**config.mk**
```make
export PLATFORM = sky130hd
export DESIGN_NAME = i2c_byte_shifter
export DESIGN_NICKNAME = d
export VERILOG_FILES = /design/src/rtl/i2c_shf_pkg.sv /design/src/rtl/i2c_line_filter.sv /design/src/rtl/i2c_rx_engine.sv /design/src/rtl/i2c_tx_engine.sv /design/src/rtl/i2c_byte_shifter.sv
export SDC_FILE = /design/constraint.sdc
export NUM_CORES = 1
export LEC_CHECK = 0
export BUFFER_PORTS_ARGS = -buffer_cell sky130_fd_sc_hd__buf_2
export CORE_ASPECT_RATIO = 1.25
export CORE_MARGIN = 5
export CORE_UTILIZATION = 30
export CTS_CLUSTER_SIZE = 40
export DETAILED_ROUTE_END_ITERATION = 6
export HOLD_SLACK_MARGIN = 0.02
export PLACE_DENSITY_LB_ADDON = 0.05
export SETUP_SLACK_MARGIN = 0.5
export SLEW_MARGIN = 40
export SYNTH_ARGS = -nofsm -noshare
export SYNTH_HDL_FRONTEND = slang
export SYNTH_SLANG_ARGS = --single-unit
export TNS_END_PERCENT = 20
```
**constraint.sdc**
```tcl
create_clock -name clk -period 3.4 [get_ports clk]
set_input_delay 0.51 -clock clk [delete_from_list [all_inputs] [get_ports clk]]
set_output_delay 0.51 -clock clk [all_outputs]
set_load 0.1 [all_outputs]
```
**src/rtl/i2c_shf_pkg.sv**
```systemverilog
package i2c_shf_pkg;
  localparam int unsigned BYTE_W  = 8;
  localparam int unsigned FRAME_W = BYTE_W + 1;
  localparam int unsigned CNT_W   = $clog2(FRAME_W + 1);

  typedef struct packed {
    logic evt_sel;
    logic clk_dly;
  } mode_t;

  typedef enum logic [1:0] {
    LOAD_NONE   = 2'd0,
    LOAD_NORMAL = 2'd1,
    LOAD_SPLIT  = 2'd2
  } load_kind_e;
endpackage

```
**src/rtl/i2c_line_filter.sv**
```systemverilog
module i2c_line_filter #(
  parameter int unsigned STABLE_CYC = 25,
  parameter bit          RST_LVL    = 1'b1
) (
  input  logic clk,
  input  logic rst_n,
  input  logic raw,
  output logic clean
);
  localparam int unsigned RUN_W = $clog2(STABLE_CYC + 1);

  logic [1:0]       sync_q;
  logic [RUN_W-1:0] run_q;

  always_ff @(posedge clk or negedge rst_n) begin
    if (!rst_n) begin
      sync_q <= {2{RST_LVL}};
      clean  <= RST_LVL;
      run_q  <= '0;
    end else begin
      sync_q <= {sync_q[0], raw};
      if (sync_q[1] == clean) begin
        run_q <= '0;
      end else if (run_q == RUN_W'(STABLE_CYC - 1)) begin
        clean <= sync_q[1];
        run_q <= '0;
      end else begin
        run_q <= run_q + 1'b1;
      end
    end
  end
endmodule

```
**src/rtl/i2c_rx_engine.sv**
```systemverilog
module i2c_rx_engine
  import i2c_shf_pkg::*;
(
  input  logic             clk,
  input  logic             rst_n,
  input  logic             start_det,
  input  logic             scl_rise,
  input  logic             scl_fall,
  input  logic             sda_lvl,
  input  mode_t            mode,
  input  logic             evt_clr,
  output logic [CNT_W-1:0] bit_cnt,
  output logic [FRAME_W-1:0] rx_buf,
  output logic             rx_split,
  output logic             ack_stat,
  output logic             tx_flag,
  output logic             rx_flag
);
  logic [BYTE_W-1:0] shreg_q;
  mode_t             mode_q;
  logic              mode_chg;
  logic              rise9, fall8, fall9;
  logic              tx_set, rx_set;
  load_kind_e        load_kind;

  assign mode_chg = (mode != mode_q);
  assign rise9 = scl_rise && !start_det && (bit_cnt == CNT_W'(BYTE_W));
  assign fall8 = scl_fall && !start_det && (bit_cnt == CNT_W'(BYTE_W));
  assign fall9 = scl_fall && !start_det && (bit_cnt == CNT_W'(FRAME_W));

  always_comb begin
    load_kind = LOAD_NONE;
    tx_set    = 1'b0;
    rx_set    = 1'b0;
    if (!mode.evt_sel) begin
      if (rise9) begin
        load_kind = LOAD_NORMAL;
        tx_set    = sda_lvl;
        rx_set    = !sda_lvl;
      end
    end else begin
      if (fall8) begin
        load_kind = LOAD_SPLIT;
        rx_set    = 1'b1;
      end
      if (rise9 && mode.clk_dly) load_kind = LOAD_NORMAL;
      tx_set = mode.clk_dly ? fall9 : rise9;
    end
  end

  always_ff @(posedge clk or negedge rst_n) begin
    if (!rst_n) begin
      bit_cnt  <= '0;
      shreg_q  <= '0;
      ack_stat <= 1'b0;
    end else if (start_det) begin
      bit_cnt <= '0;
      shreg_q <= '0;
    end else if (scl_rise) begin
      if (bit_cnt < CNT_W'(FRAME_W)) bit_cnt <= bit_cnt + 1'b1;
      if (bit_cnt < CNT_W'(BYTE_W)) shreg_q <= {shreg_q[BYTE_W-2:0], sda_lvl};
      if (bit_cnt == CNT_W'(BYTE_W)) ack_stat <= sda_lvl;
    end else if (fall9) begin
      bit_cnt <= '0;
    end
  end

  always_ff @(posedge clk or negedge rst_n) begin
    if (!rst_n) begin
      rx_buf   <= '0;
      rx_split <= 1'b0;
    end else begin
      unique case (load_kind)
        LOAD_NORMAL: begin
          rx_buf   <= {sda_lvl, shreg_q};
          rx_split <= 1'b0;
        end
        LOAD_SPLIT: begin
          rx_buf   <= {shreg_q[0], 1'b0, shreg_q[BYTE_W-1:1]};
          rx_split <= 1'b1;
        end
        default: ;
      endcase
    end
  end

  always_ff @(posedge clk or negedge rst_n) begin
    if (!rst_n) begin
      mode_q  <= '0;
      tx_flag <= 1'b0;
      rx_flag <= 1'b0;
    end else begin
      mode_q <= mode;
      if (mode_chg || evt_clr) begin
        tx_flag <= 1'b0;
        rx_flag <= 1'b0;
      end else begin
        tx_flag <= tx_flag | tx_set;
        rx_flag <= rx_flag | rx_set;
      end
    end
  end
endmodule

```
**src/rtl/i2c_tx_engine.sv**
```systemverilog
module i2c_tx_engine
  import i2c_shf_pkg::*;
#(
  parameter int unsigned TX_DLY = 13
) (
  input  logic              clk,
  input  logic              rst_n,
  input  logic              tx_load,
  input  logic [BYTE_W-1:0] tx_byte,
  input  logic              ack_low,
  input  logic              scl_fall,
  input  logic [CNT_W-1:0]  bit_cnt,
  input  logic              clk_dly,
  output logic              sda_oe,
  output logic              scl_oe
);
  localparam int unsigned DLY_W = $clog2(TX_DLY + 1);

  logic [FRAME_W-1:0] word_q;
  logic [CNT_W-1:0]   idx_q;
  logic               active_q;
  logic               hold_q;
  logic               tgt;
  logic               sda_q;
  logic [DLY_W-1:0]   dcnt_q;

  assign tgt    = active_q ? word_q[CNT_W'(FRAME_W - 1) - idx_q] : 1'b1;
  assign sda_oe = !sda_q;
  assign scl_oe = clk_dly && hold_q;

  always_ff @(posedge clk or negedge rst_n) begin
    if (!rst_n) begin
      word_q   <= '1;
      idx_q    <= '0;
      active_q <= 1'b0;
      hold_q   <= 1'b1;
    end else if (tx_load) begin
      word_q   <= {tx_byte, !ack_low};
      idx_q    <= '0;
      active_q <= 1'b1;
      hold_q   <= 1'b0;
    end else if (scl_fall) begin
      if (bit_cnt == CNT_W'(FRAME_W)) begin
        active_q <= 1'b0;
        hold_q   <= 1'b1;
      end else if (bit_cnt != '0) begin
        idx_q <= bit_cnt;
      end
    end
  end

  always_ff @(posedge clk or negedge rst_n) begin
    if (!rst_n) begin
      sda_q  <= 1'b1;
      dcnt_q <= '0;
    end else if (tgt != sda_q) begin
      if (!clk_dly || dcnt_q == DLY_W'(TX_DLY)) begin
        sda_q  <= tgt;
        dcnt_q <= '0;
      end else begin
        dcnt_q <= dcnt_q + 1'b1;
      end
    end else begin
      dcnt_q <= '0;
    end
  end
endmodule

```
**src/rtl/i2c_byte_shifter.sv**
```systemverilog
module i2c_byte_shifter
  import i2c_shf_pkg::*;
#(
  parameter int unsigned FILT_CYC = 25,
  parameter int unsigned TX_DLY   = 13
) (
  input  logic       clk,
  input  logic       rst_n,
  input  logic       scl_in,
  input  logic       sda_in,
  input  logic       start_det,
  input  logic       evt_sel,
  input  logic       clk_dly,
  input  logic       tx_load,
  input  logic [7:0] tx_byte,
  input  logic       ack_low,
  input  logic       evt_clr,
  output logic       scl_oe,
  output logic       sda_oe,
  output logic [8:0] rx_buf,
  output logic [7:0] rx_data,
  output logic       rx_split,
  output logic       ack_stat,
  output logic       tx_flag,
  output logic       rx_flag
);
  localparam int unsigned NLINES = 2;

  logic [NLINES-1:0] raw_lines;
  logic [NLINES-1:0] clean_lines;
  logic              scl_d;
  logic              scl_rise, scl_fall;
  logic [CNT_W-1:0]  bit_cnt;
  mode_t             mode;

  assign raw_lines = {sda_in, scl_in};
  assign mode      = '{evt_sel: evt_sel, clk_dly: clk_dly};

  for (genvar g = 0; g < NLINES; g++) begin : g_filt
    i2c_line_filter #(.STABLE_CYC(FILT_CYC), .RST_LVL(1'b1)) u_filt (
      .clk   (clk),
      .rst_n (rst_n),
      .raw   (raw_lines[g]),
      .clean (clean_lines[g])
    );
  end

  always_ff @(posedge clk or negedge rst_n) begin
    if (!rst_n) scl_d <= 1'b1;
    else        scl_d <= clean_lines[0];
  end

  assign scl_rise = clean_lines[0] && !scl_d;
  assign scl_fall = !clean_lines[0] && scl_d;

  i2c_rx_engine u_rx (
    .clk       (clk),
    .rst_n     (rst_n),
    .start_det (start_det),
    .scl_rise  (scl_rise),
    .scl_fall  (scl_fall),
    .sda_lvl   (clean_lines[1]),
    .mode      (mode),
    .evt_clr   (evt_clr),
    .bit_cnt   (bit_cnt),
    .rx_buf    (rx_buf),
    .rx_split  (rx_split),
    .ack_stat  (ack_stat),
    .tx_flag   (tx_flag),
    .rx_flag   (rx_flag)
  );

  i2c_tx_engine #(.TX_DLY(TX_DLY)) u_tx (
    .clk      (clk),
    .rst_n    (rst_n),
    .tx_load  (tx_load),
    .tx_byte  (tx_byte),
    .ack_low  (ack_low),
    .scl_fall (scl_fall),
    .bit_cnt  (bit_cnt),
    .clk_dly  (clk_dly),
    .sda_oe   (sda_oe),
    .scl_oe   (scl_oe)
  );

  assign rx_data = rx_split ? {rx_buf[6:0], rx_buf[8]} : rx_buf[7:0];
endmodule

```
# Yosys cells after proc, flatten, opt, wreduce, memory -nomap -nowiden
# Index checks and enable logic that the tools add are counted.
[op_classes] addsub=5 n_lt_le_gt_ge=3 eq_ne=13 mux=41 bitwise=5 n_reduce_logical=34
[ops] operator="two-way mux 4 bit" n=10
[ops] operator="two-way mux 8 bit" n=4
[ops] operator="two-way mux 5 bit" n=4
[ops] operator="case mux 9 bit (2 select lines)" n=1
[ops] operator="two-way mux 1 bit" n=17
[ops] operator="equality test 4 bit, second input constant" n=3
[ops] operator="AND reduction 2 bit" n=6
[ops] operator="nonzero test 2 bit" n=6
[ops] operator="adder 5 x 1 -> 5 bit, second input constant" n=2
[ops] operator="equality test 5 bit, second input constant" n=2
[ops] operator="logical AND 1 bit" n=9
[ops] operator="adder 4 x 1 -> 4 bit, second input constant" n=2
[ops] operator="less-than comparator 4 bit, second input constant" n=2
[ops] operator="logical NOT 1 bit" n=7
[ops] operator="two-way mux 2 bit" n=3
[ops] operator="AND reduction 3 bit" n=2
[ops] operator="less-than comparator 4 x 5 -> 1 bit, second input constant" n=1
[ops] operator="binary-select mux 1 bit (select 4 bit)" n=1
[ops] operator="nonzero test 4 bit" n=1
[ops] operator="subtractor 4 bit, first input constant" n=1
[ops] operator="inequality test 3 bit, second input constant" n=1
[ops] operator="NOT 1 bit" n=3
[ops] operator="nonzero test 3 bit" n=1
[ops] operator="equality test 1 bit" n=2
[ops] operator="other kinds (8)" n=10
[word_totals] ff_bits=64 inputBits=18 output_inout_bits=23 elab_cells=123

# Depth between registers and ports, before layout
# Gate-level depths: netlist (run 1).
[logic_depth] ltp_word=9 depth_mapped=10 mapped_depth_nobuf=8

# Modules after synthesis
# A second synthesis (run 1) with hierarchy kept.
[hier_totals] cells_unflattened=284 area_unflattened_um2=3221.8
[modules_own_cells] mod="i2c_rx_engine" instances=1 cells_per_inst=133 area_per_inst_um2=1316.3 seq_area_each_um2=675.6
[modules_own_cells] mod="i2c_tx_engine" instances=1 cells_per_inst=87 area_per_inst_um2=1044.8 seq_area_each_um2=514.2
[modules_own_cells] mod="i2c_line_filter" instances=2 cells_per_inst=26 area_per_inst_um2=345.3 seq_area_each_um2=203.9
[modules_own_cells] mod="i2c_byte_shifter" instances=1 cells_per_inst=12 area_per_inst_um2=170.2 seq_area_each_um2=26.3

# Worst setup path before layout (run 1)
# OpenSTA, ideal clock, no wires.
[synth_path] path_type="register to register" start="reg u_rx.bit_cnt[0]" end="reg u_rx.rx_buf[7]" setup_ns=0.136 arrival_time_ns=2.273 required_ns=3.264 path_slack_ns=0.990 path_stages_with_launch=10 n_path_buf=2 synth_period_minus_slack_ns=2.410 path_cell_list="dfrtp_1 > inv_1 > ha_1 > nor4bb_1 > nand2_1 > a21o_1 > ha_1 > clkbuf_1 > clkbuf_1 > o21ai_0"
[synth_via] elab_chain_cells=7 word_cells_on_any_way=12 classes_between="eq/ne: 3; mux: 5; reduce/logical: 4"
[synth_lines] item="start, declared" line_no="i2c_rx_engine.sv:12" source="output logic [CNT_W-1:0] bit_cnt,"
[synth_lines] item="start signal, assigned" line_no="i2c_rx_engine.sv:60" source="if (bit_cnt < CNT_W'(FRAME_W)) bit_cnt <= bit_cnt + 1'b1;"
[synth_lines] item="equality test 4 bit *" line_no="i2c_rx_engine.sv:27, i2c_rx_engine.sv:28"
[synth_lines] item="logical AND 1 bit (on tied branches)" line_no="i2c_rx_engine.sv:28, i2c_rx_engine.sv:27"
[synth_lines] item="two-way mux 2 bit or logical AND 1 bit (tied branches)" line_no="i2c_rx_engine.sv:42, i2c_rx_engine.sv:46"
[synth_lines] item="two-way mux 2 bit" line_no="i2c_rx_engine.sv:46" source="if (rise9 && mode.clk_dly) load_kind = LOAD_NORMAL;"
[synth_lines] item="two-way mux 2 bit *" line_no="i2c_rx_engine.sv:35" source="if (!mode.evt_sel) begin"
[synth_lines] item="equality test 2 bit or equality test 2 x 1 -> 1 bit (tied branches)" line_no="i2c_rx_engine.sv:73" source="unique case (load_kind)"
[synth_lines] item="case mux 9 bit (2 select lines) or nonzero test 2 bit (tied branches)"
[synth_lines] item="end signal, assigned" line_no="i2c_rx_engine.sv:75" source="rx_buf <= {sda_lvl, shreg_q};"
[synth_lines] item="end signal, assigned" line_no="i2c_rx_engine.sv:79" source="rx_buf <= {shreg_q[0], 1'b0, shreg_q[BYTE_W-1:1]};"
[synth_lines] item="end, declared" line_no="i2c_rx_engine.sv:13" source="output logic [FRAME_W-1:0] rx_buf,"
# Every way passes the cells marked *; elsewhere a longest branch is shown, timed or not.
# A chain may end at the register's enable or synchronous reset.

# Worst setup path after layout (run 1)
[layout_path] start="reg u_rx.bit_cnt[0]" end="reg u_rx.rx_split"
[layout_via] elab_chain_cells=7 word_cells_on_any_way=12 classes_between="eq/ne: 3; mux: 5; reduce/logical: 4"
[layout_lines] item="equality test 4 bit *" line_no="i2c_rx_engine.sv:27, i2c_rx_engine.sv:28"
[layout_lines] item="logical AND 1 bit (on tied branches)" line_no="i2c_rx_engine.sv:28, i2c_rx_engine.sv:27"
[layout_lines] item="two-way mux 2 bit or logical AND 1 bit (tied branches)" line_no="i2c_rx_engine.sv:42, i2c_rx_engine.sv:46"
[layout_lines] item="two-way mux 2 bit" line_no="i2c_rx_engine.sv:46"
[layout_lines] item="two-way mux 2 bit *" line_no="i2c_rx_engine.sv:35"
[layout_lines] item="equality test 2 bit or equality test 2 x 1 -> 1 bit (tied branches)" line_no="i2c_rx_engine.sv:73"
[layout_lines] item="case mux 1 bit (2 select lines) or nonzero test 2 bit (tied branches)"
[layout_lines] item="end signal, assigned" line_no="i2c_rx_engine.sv:71" source="rx_split <= 1'b0;"
[layout_lines] item="end signal, assigned" line_no="i2c_rx_engine.sv:76" source="rx_split <= 1'b0;"
[layout_lines] item="end signal, assigned" line_no="i2c_rx_engine.sv:80" source="rx_split <= 1'b1;"
[layout_lines] item="end, declared" line_no="i2c_rx_engine.sv:14" source="output logic rx_split,"
# Marks and branches as above.

==> results of run 1 <==
==> Yosys cell counts (all sizes together), types with 2 or more instances <==
cell type   n
a41oi       2
mux2       21
nor3b       2
mux4        2
nand3       7
a31oi       2
nor3        3
a21oi      13
nand4b      2
o31ai       2
xnor2       4
ha         13
o21ai      18
nand4       3
or4         3
o2111ai     2
nand2b      3
nor2       19
mux2i      12
xor2       10
nor2b       3
o31a        3
inv        15
nor4        5
and3        2
dfstp      18
and2        3
clkbuf     13
dfrtp      46
nand2      21
==> sequential cells by signal (all words and copies together), names as in the netlist, 2 cells and up <==
signal	flops
u_tx.word_q	9
g_filt.u_filt.clean	2
u_rx.mode_q	2
u_rx.rx_buf	9
g_filt.u_filt.run_q	10
u_rx.bit_cnt	4
u_rx.shreg_q	8
u_tx.idx_q	4
g_filt.u_filt.sync_q	4
u_tx.dcnt_q	4
==> power breakdown <==
group          total [W]  internal [W]  leakage, nW  switching, W
Clock           0.000970      0.000646        0.159      0.000324
Sequential      0.000816      0.000798        0.815     0.0000177
Combinational  0.0000997     0.0000393        0.732     0.0000604
==> worst paths after layout <==
kind	start	end	slack, ns	cells after the start
worst min register to register	g_filt[1].u_filt.sync_q[0]	g_filt[1].u_filt.sync_q[1]	0.35	0
worst min-delay path	rst_n	u_tx.dcnt_q[2]	0.23	1
min in group clk	scl_in	g_filt[0].u_filt.sync_q[0]	0.27	1
worst max register to register	u_rx.bit_cnt[0]	u_rx.rx_split	0.76	7
worst max-delay path	u_rx.bit_cnt[0]	u_rx.rx_split	0.76	7
max in group asynchronous	rst_n	g_filt[1].u_filt.sync_q[0]	2.28	2
==> stage by stage <==
stage / util (%) / instances / instance area [um2] / hold slack [ns] / power [W]
after floorplan: - / 282 / 3140 / 0.214 / 0.000885
after global placement: 34.2 / 441 / 3480 / 0.347 / 0.000931
after detailed placement: 34.2 / 441 / 3480 / 0.348 / 0.000931
after CTS: 37.4 / 457 / 3790 / 0.248 / 0.00193
after global routing: 37.4 / 457 / 3790 / 0.260 / 0.00198
final: 37.4 / 457 / 3790 / 0.226 / 0.00189
==> cell usage in the layout (no fill, tap or decap), drive strengths merged, types with 4 or more instances in the layout <==
| cell type | synthesis | final |
|---|---|---|
| inv | 15 | 15 |
| nor4 | 5 | 5 |
| mux2i | 12 | 12 |
| ha | 13 | 13 |
| clkbuf | 13 | 14 |
| nand3 | 7 | 7 |
| a21oi | 13 | 13 |
| xor2 | 10 | 10 |
| buf | 1 | 44 |
| o21ai | 18 | 18 |
| xnor2 | 4 | 4 |
| nor2 | 19 | 19 |
| mux2 | 21 | 21 |
| dfstp | 18 | 18 |
| nand2 | 21 | 21 |
| dfrtp | 46 | 46 |
==> critical path: stages (launching register included) <==
cell and delay, ns:
dfrtp_1 0.44, inv_1 0.12, ha_1 0.20, nor4bb_1 0.46, nand2_1 0.21, a21o_1 0.22, ha_1 0.51, mux2_2 0.37
==> cell families (layout without fill, tap and decap cells) <==
kind of cell / after synthesis / count (layout)
compound gates: 50 / 50
simple gates: 77 / 77
mux: 35 / 35
xor+xnor: 14 / 14
flops: 64 / 64
fa+ha+maj: 13 / 13
buf+inv: 29 / 75
==> per-layer routing <==
layer	track usage, %	vias up	part of all wire [%]
li1	-	1074	-
met1	13.6	1038	45
met2	17.4	41	48
met3	3.64	8	4.9
met4	5.40	0	2.0
met5	0	-	0
==> layout make-up <==
class | instances | area, um2
clock inverter | 2 | 35.0
sequential | 64 | 1620
clock buffer | 14 | 284
timing repair buffer | 44 | 230
multi-input combinational | 189 | 1400
inverter | 15 | 56.3
fill | 1007 | 6360
tap | 129 | 161
==> results.md, run 1 <==
- The post-synthesis register bit count is 64.
- The first global-routing pass estimated 11000 um of wire.
- Buffers inserted to repair hold after CTS numbered 0.
- The worst setup path is launched from a flop.
- Yosys printed 0 warnings.
- The via count of the first global-routing pass is 2224.
- After synthesis, the largest area contributor takes up 36.6% of total cell area.
- The die span in y is 124 um.
- The largest clock skew in the final design is 0.00737 ns.
- The clock network latency to the later pin of the worst-skew pair is 0.33 ns.
- The share of post-route cells with drive strength above 1 is 31.7%.
- The clock tree from TritonCTS is built.
- Power spread over the standard cell area amounts to 497 nW/um2.
- The number of distinct library cells after synthesis is 42.
- In this run the mean area of a mapped cell was 11.1 um2.
- The type of destination of the critical path is a flop.
- Setup repair after global routing left no endpoint under its margin.
- The tool flagged a number of max-cap violations equal to 0.
- The synthesized netlist devotes 5.17% of its cell area to adder and majority cells.
- During I/O placement, the number of pins put on the boundary was 41.
- The starting DRC count in detailed routing is 53.
- The number of I/O port buffers is 40.
- The worst setup path is of the reg -> reg kind.
- The repair_antennas step left the layout with diodes totalling 0.
- The per-cell via count in the routed design is 4.73.
- For the worst setup path, the data required time is 3.62 ns.
- Yosys mapped a number of flops with a built-in enable equal to 0.
- Summing the areas of all and, or, nand and nor instances in the mapped netlist gives 12.3% of the synthesized area.
- For this run, the leading register cell type out of synthesis is dfrtp_1.
- Detailed placement ended at an HPWL of 4730 um.
- The complex-gate fraction of the synthesized area is 10.5%.
- The max-slew violation count came to 0.
- CTS built an H-tree with a depth of 3.
- Once the floorplan was initialized, standard cells occupied 31.0% of the core.
- By area the synthesized netlist is led by dfrtp_1, dfstp_2, mux2_2.
- The sequential area share after synthesis is 51.7%.
- The remaining number of nets flagged by the antenna check after routing is 0.
- The final hold violation count is 0.
- The clock transition time at the flip-flop clock pins of the worst setup and hold paths is 0.05 ns.
- For this design the static power due to leakage is 1.71 nW.
- Once routing completed, OpenROAD measured the worst setup slack at 0.763 ns.
- The flow ran to the end, and the final reports show no timing, DRC or antenna violations.
- The setup slack at placement is 0.754 ns.
- The post-synthesis mux area share is 12.8%.
- The deepest clock path buffer count is 2.
- The iteration count of the initial detailed-routing pass is 4.
- For the pin with the worst max-slew slack, the measured transition is 0.706 ns.
- Global routing finished with a remaining overflow of 0.
- The setup TNS is 0 ns.
- The area of the mapped netlist is 3140 um2.
- Headroom to the max-slew limit came out at 52.9%.
- The number of design rule violations left after detail routing is 0.
- The die is 102 um wide.
- The floorplan has 41 rows.
- The number of buffers inserted by post-CTS setup repair is 0.
- The number of buffers created by CTS is 9.
- The overall global routing resource usage is 11.1%.
- The number of vias in the routed layout is 2161.
- Synthesis produced a netlist with a net count of 313.
- The fraction of synthesized cell area in xor and xnor cells is 3.90%.
- The die covers 12600 um2.
- Of the available clock period, the critical path in the final layout requires 77.6%.
- The largest family of logic cells by synthesized area is multiplexers.
- The largest fanout on the critical path is 12.
- Subtracting the final worst setup slack from the clock period gives 2.64 ns.
- The core region is 10200 um2.
- The largest total area in the synthesized netlist belongs to dfrtp_1.
- The worst-case IR drop observed on VDD is 228 uV.
- The initial antenna violation count is 0.
- The number of sinks on the clock net is 64.
- Synthesis produced 282 cells.
- The share of synthesized registers carrying an async set or reset is 100%.
- STA puts the critical path data arrival time at 2.86 ns.
- For this block, the routed nets add up to 6620 um of wire.
- The clock root buffer is clkbuf_16.
- Compared with the post-synthesis result, the final layout area differs by 20.7%.
- Derived from the worst setup path, the maximum achievable clock frequency is 0.379 GHz.
- After detailed routing, the average wire length per cell comes to 14.5 um.
- The congestion estimate from routability-driven global placement came to 0.760.
- Entering global routing, the biggest net connects 32 pins.
- In the final design database the tool counted 354 nets.
- The post-cts sizing count is 0.
- The class of the worst hold path is in -> async.
- The final setup violation count is 0.
Power figures use the tool's default switching activity.
==> run 2: changes to the inputs <==
--- a/config.mk
+++ b/config.mk
@@ -5,6 +5,7 @@
 export SDC_FILE = /design/constraint.sdc
 export NUM_CORES = 1
 export LEC_CHECK = 0
+export ABC_AREA = 1
 export BUFFER_PORTS_ARGS = -buffer_cell sky130_fd_sc_hd__buf_2
 export CORE_ASPECT_RATIO = 1.25
 export CORE_MARGIN = 5
==> constraint.sdc (replaced) <==
create_clock -name clk -period 2.6 [get_ports clk]
set_input_delay 0.39 -clock clk [delete_from_list [all_inputs] [get_ports clk]]
set_output_delay 0.39 -clock clk [all_outputs]
set_load 0.1 [all_outputs]
==> run 2 against run 1 <==
  * Flip-flop and latch count did not move
  * Register-to-register slack worse by 0.05 ns
  * Clock skew fell by 0.0033 ns
  * Worst hold slack worse by 0.16 ns
  * Total power grew 24%
  * Global-route usage grew 0.50 points
  * Clock power is 18% higher
  * Via count rose by 10%
  * Largest power group unchanged
==> results.md, run 2 <==
- For this configuration, the core starts out at a cell density of 30.6%.
- The max-slew violation count was 0.
- The remaining number of nets flagged by the antenna check after routing is 0.
- The tree built by TritonCTS fans out to 64 sinks.
- The multi-input combinational cells in the finished layout cover a total of 1290 um2.
- The start-to-end type of the worst setup path is reg -> out.
- Yosys instantiated no cell more often than nand2_1.
- The worst hold margin is 0.0622 ns.
- The floorplan has 41 rows.
- The share of post-route cells with drive strength above 1 is 28.1%.
- Across the routed clock network, the largest skew measured is 0.00409 ns.
- The pin count of the biggest net entering global routing is 34.
- The top-level I/O count is 41.
- Buffers inserted during clock tree synthesis total 9.
- The die span in y is 123 um.
- The number of distinct library cells after synthesis is 32.
- The highest clock frequency the design can meet is 0.511 GHz.
- The first global-routing pass estimated 11200 um of wire.
- The total die area is 12400 um2.
- The data arrival at the endpoint of the critical path is 1.57 ns.
- The via count of the first global-routing pass was 2445.
- The count of nets after finishing is 439.
- The total nets after synthesis is 384.
- The combined flip-flop and latch cell area is 1630 um2.
- The synthesis warning total is 0.
- The final setup violation count is 0.
- The number of vias in the routed layout is 2385.
- The tree is rooted in a clkbuf_16.
- Routability-driven placement finished with a final weighted congestion of 0.813.
- Leaving out fill and tap cells, the most frequent cell in the layout is nand2_1.
- The largest area contributor in the synthesized netlist is dfrtp_1.
- The share of synthesized registers carrying an async set or reset is 100%.
- The initial antenna violation count is 0.
- In the routed design, unresolved DRC markers number 0.
- The sequential area share after synthesis is 52.8%.
- The minimum period implied by the final worst setup slack is 1.96 ns.
- The number of I/O port buffers is 40.
- The power per cell area is 600 nW/um2.
- The flow ran to the end, and the final reports show no timing, DRC or antenna violations.
- The signed area change from the synthesized netlist to the final layout is 26.7%.
- The commonest cells after synthesis are nand2_1, inv_1, dfrtp_1.
- The mapped netlist covers 3070 um2.
- The H-tree was split into 3 levels.
- Setup total negative slack on the finished layout was measured at 0 ns.
- The predominant post-synthesis flop cell is dfrtp_1.
- The clock tree from TritonCTS is built.
- By area the synthesized netlist is led by dfrtp_1, dfstp_2, nand2_1.
- Counting flops per register, the top entry is g_filt.u_filt.run_q.
- Each instance of the synthesized netlist takes up on average 8.71 um2.
- The number of standard cells in the layout, taps in and fillers out is 542.
- In the routed layout, each cell is associated on average with a via count of 4.40.
- Counting flops and latches in the post-synthesis netlist gives 64.
- In this run the static leakage power is 1.79 nW.
- The clock transition time at the flip-flop clock pins of the worst setup and hold paths is 0.05 ns.
- The cts-stage hold buffer count is 0.
- Measured along the x axis, the die boundary spans 101 um.
- The worst relative slew slack is 57.3%.
- The top cell type by area accounts for 37.4% of the synthesized area.
- The deepest clock path buffer count is 2.
- For the pin with the worst max-slew slack, the measured transition is 0.640 ns.
- The gate count of the mapped netlist is 353.
- Leaving out fill and tap cells, the most frequent cells in the layout are nand2_1, inv_1, dfrtp_1.
- Across the run, the number of max-cap violations was 0.
- The final hold violation count is 0.
- The number of inserted filler cells in the final layout is 1089.
- In the final routed layout, each cell accounts on average for 11.9 um.
- The total power is 0.00234 W.
- The standard cell area after detailed placement is 3520 um2.
- The number of synthesized flops with an enable pin is 0.
- The sort of element at the start of the critical path is a flop.
- The first routing iteration left 53 violations.
- In the finished design, the share of the clock period the worst path needs comes to 75.3%.
- The overall global routing resource usage is 11.6%.
- Setup repair after global routing could not meet its margin everywhere.
- Of all nets on the critical path, the largest fanout is 18.
- The maximum resistive drop on vdd is 324 uV.
- The clock network latency to the later pin of the worst-skew pair is 0.33 ns.
- The design area is 3890 um2.
- The iteration count of the initial detailed-routing pass is 4.
- The data required time at the worst endpoint is 2.21 ns.
- The register with the most flip-flops in the layout has 10 of them.
- The number of placed instances with taps included is 522.
- The routed design has 6430 um of wire.
- The number of inserted diodes is 0.
- The tightest min-delay check is of the in -> async type.
- The type of destination of the critical path is an output pin.
- The total area inside the core boundary comes to 10100 um2.
- The leftover overflow at the end of global routing is 0.
- Detailed placement finished with a half-perimeter wire length of 4780 um.
- The largest registers in the layout are g_filt.u_filt.run_q x10, u_rx.rx_buf x9, u_tx.word_q x9.
[run 2: where the power goes]
| group | leakage [nW] | total, W | switching [W] | internal [W] |
|---|---|---|---|---|
| clock | 0.145 | 0.00114 | 0.000418 | 0.000718 |
| combinational | 0.871 | 0.000144 | 0.0000963 | 0.0000480 |
| sequential | 0.769 | 0.00106 | 0.0000152 | 0.00104 |
[run 2: logic make-up after synthesis]
group,after synthesis,share of synthesized area (%)
adders and majority gates,13,5.29
and+or+nand+nor,131,18.5
buffers and inverters,68,8.34
xor gates and xnor gates,8,2.28
muxes,1,0.366
DFF,64,52.8
AOI/OAI and AO/OA,68,12.4
[run 2: layer usage]
metal,wire [um],GRT usage [%],vias up
li1,-,-,1241
met1,2880,14.0,1095
met2,3110,18.9,38
met3,299,3.10,11
met4,137,6.32,0
met5,0,0,-
[run 2: worst paths after layout]
| path | startpoint | end | slack [ns] | depth (start not counted) |
|---|---|---|---|---|
| worst max-delay path | u_rx.rx_split | rx_data[6] | 0.64 | 3 |
| worst min-delay path | rst_n | g_filt[0].u_filt.run_q[4] | 0.06 | 1 |
| worst max register to register | u_rx.bit_cnt[1] | u_rx.rx_buf[7] | 0.71 | 12 |
| worst min register to register | g_filt[1].u_filt.sync_q[0] | g_filt[1].u_filt.sync_q[1] | 0.35 | 0 |
| max in group asynchronous | rst_n | u_tx.sda_q | 1.88 | 2 |
| min in group clk | scl_in | g_filt[0].u_filt.sync_q[0] | 0.16 | 1 |
[run 2: layout make-up]
class	count	area share (%)
well taps	129	4.15
clock inverters	3	0.386
flip-flops and latches	64	41.8
clock buffers	13	6.94
repair buffers	47	7.13
multi-input cells	221	33.1
inverters	64	6.30
repair inverters	1	0.193
[run 2: worst max-delay path, stage by stage, from the launching register on]
cell and delay (ns):
dfrtp_4 0.58, nand2_1 0.15, o21ai_4 0.07, buf_2 0.43
[run 2: per-stage QoR]
stage	utilization (%)	worst slack (ns)
after floorplan	-	0.295
after global placement	35.0	0.422
after detailed placement	35.0	0.298
after CTS	38.2	0.505
after global routing	38.7	0.491
final	38.7	0.642
[run 2: timing repair]
action                                  4_1_cts  5_1_grt
endpoints found under the setup margin        9       17
setup buffers                                 1        2
gates resized for setup                       8       12
cloned                                        1        0
pin swaps                                     1        7
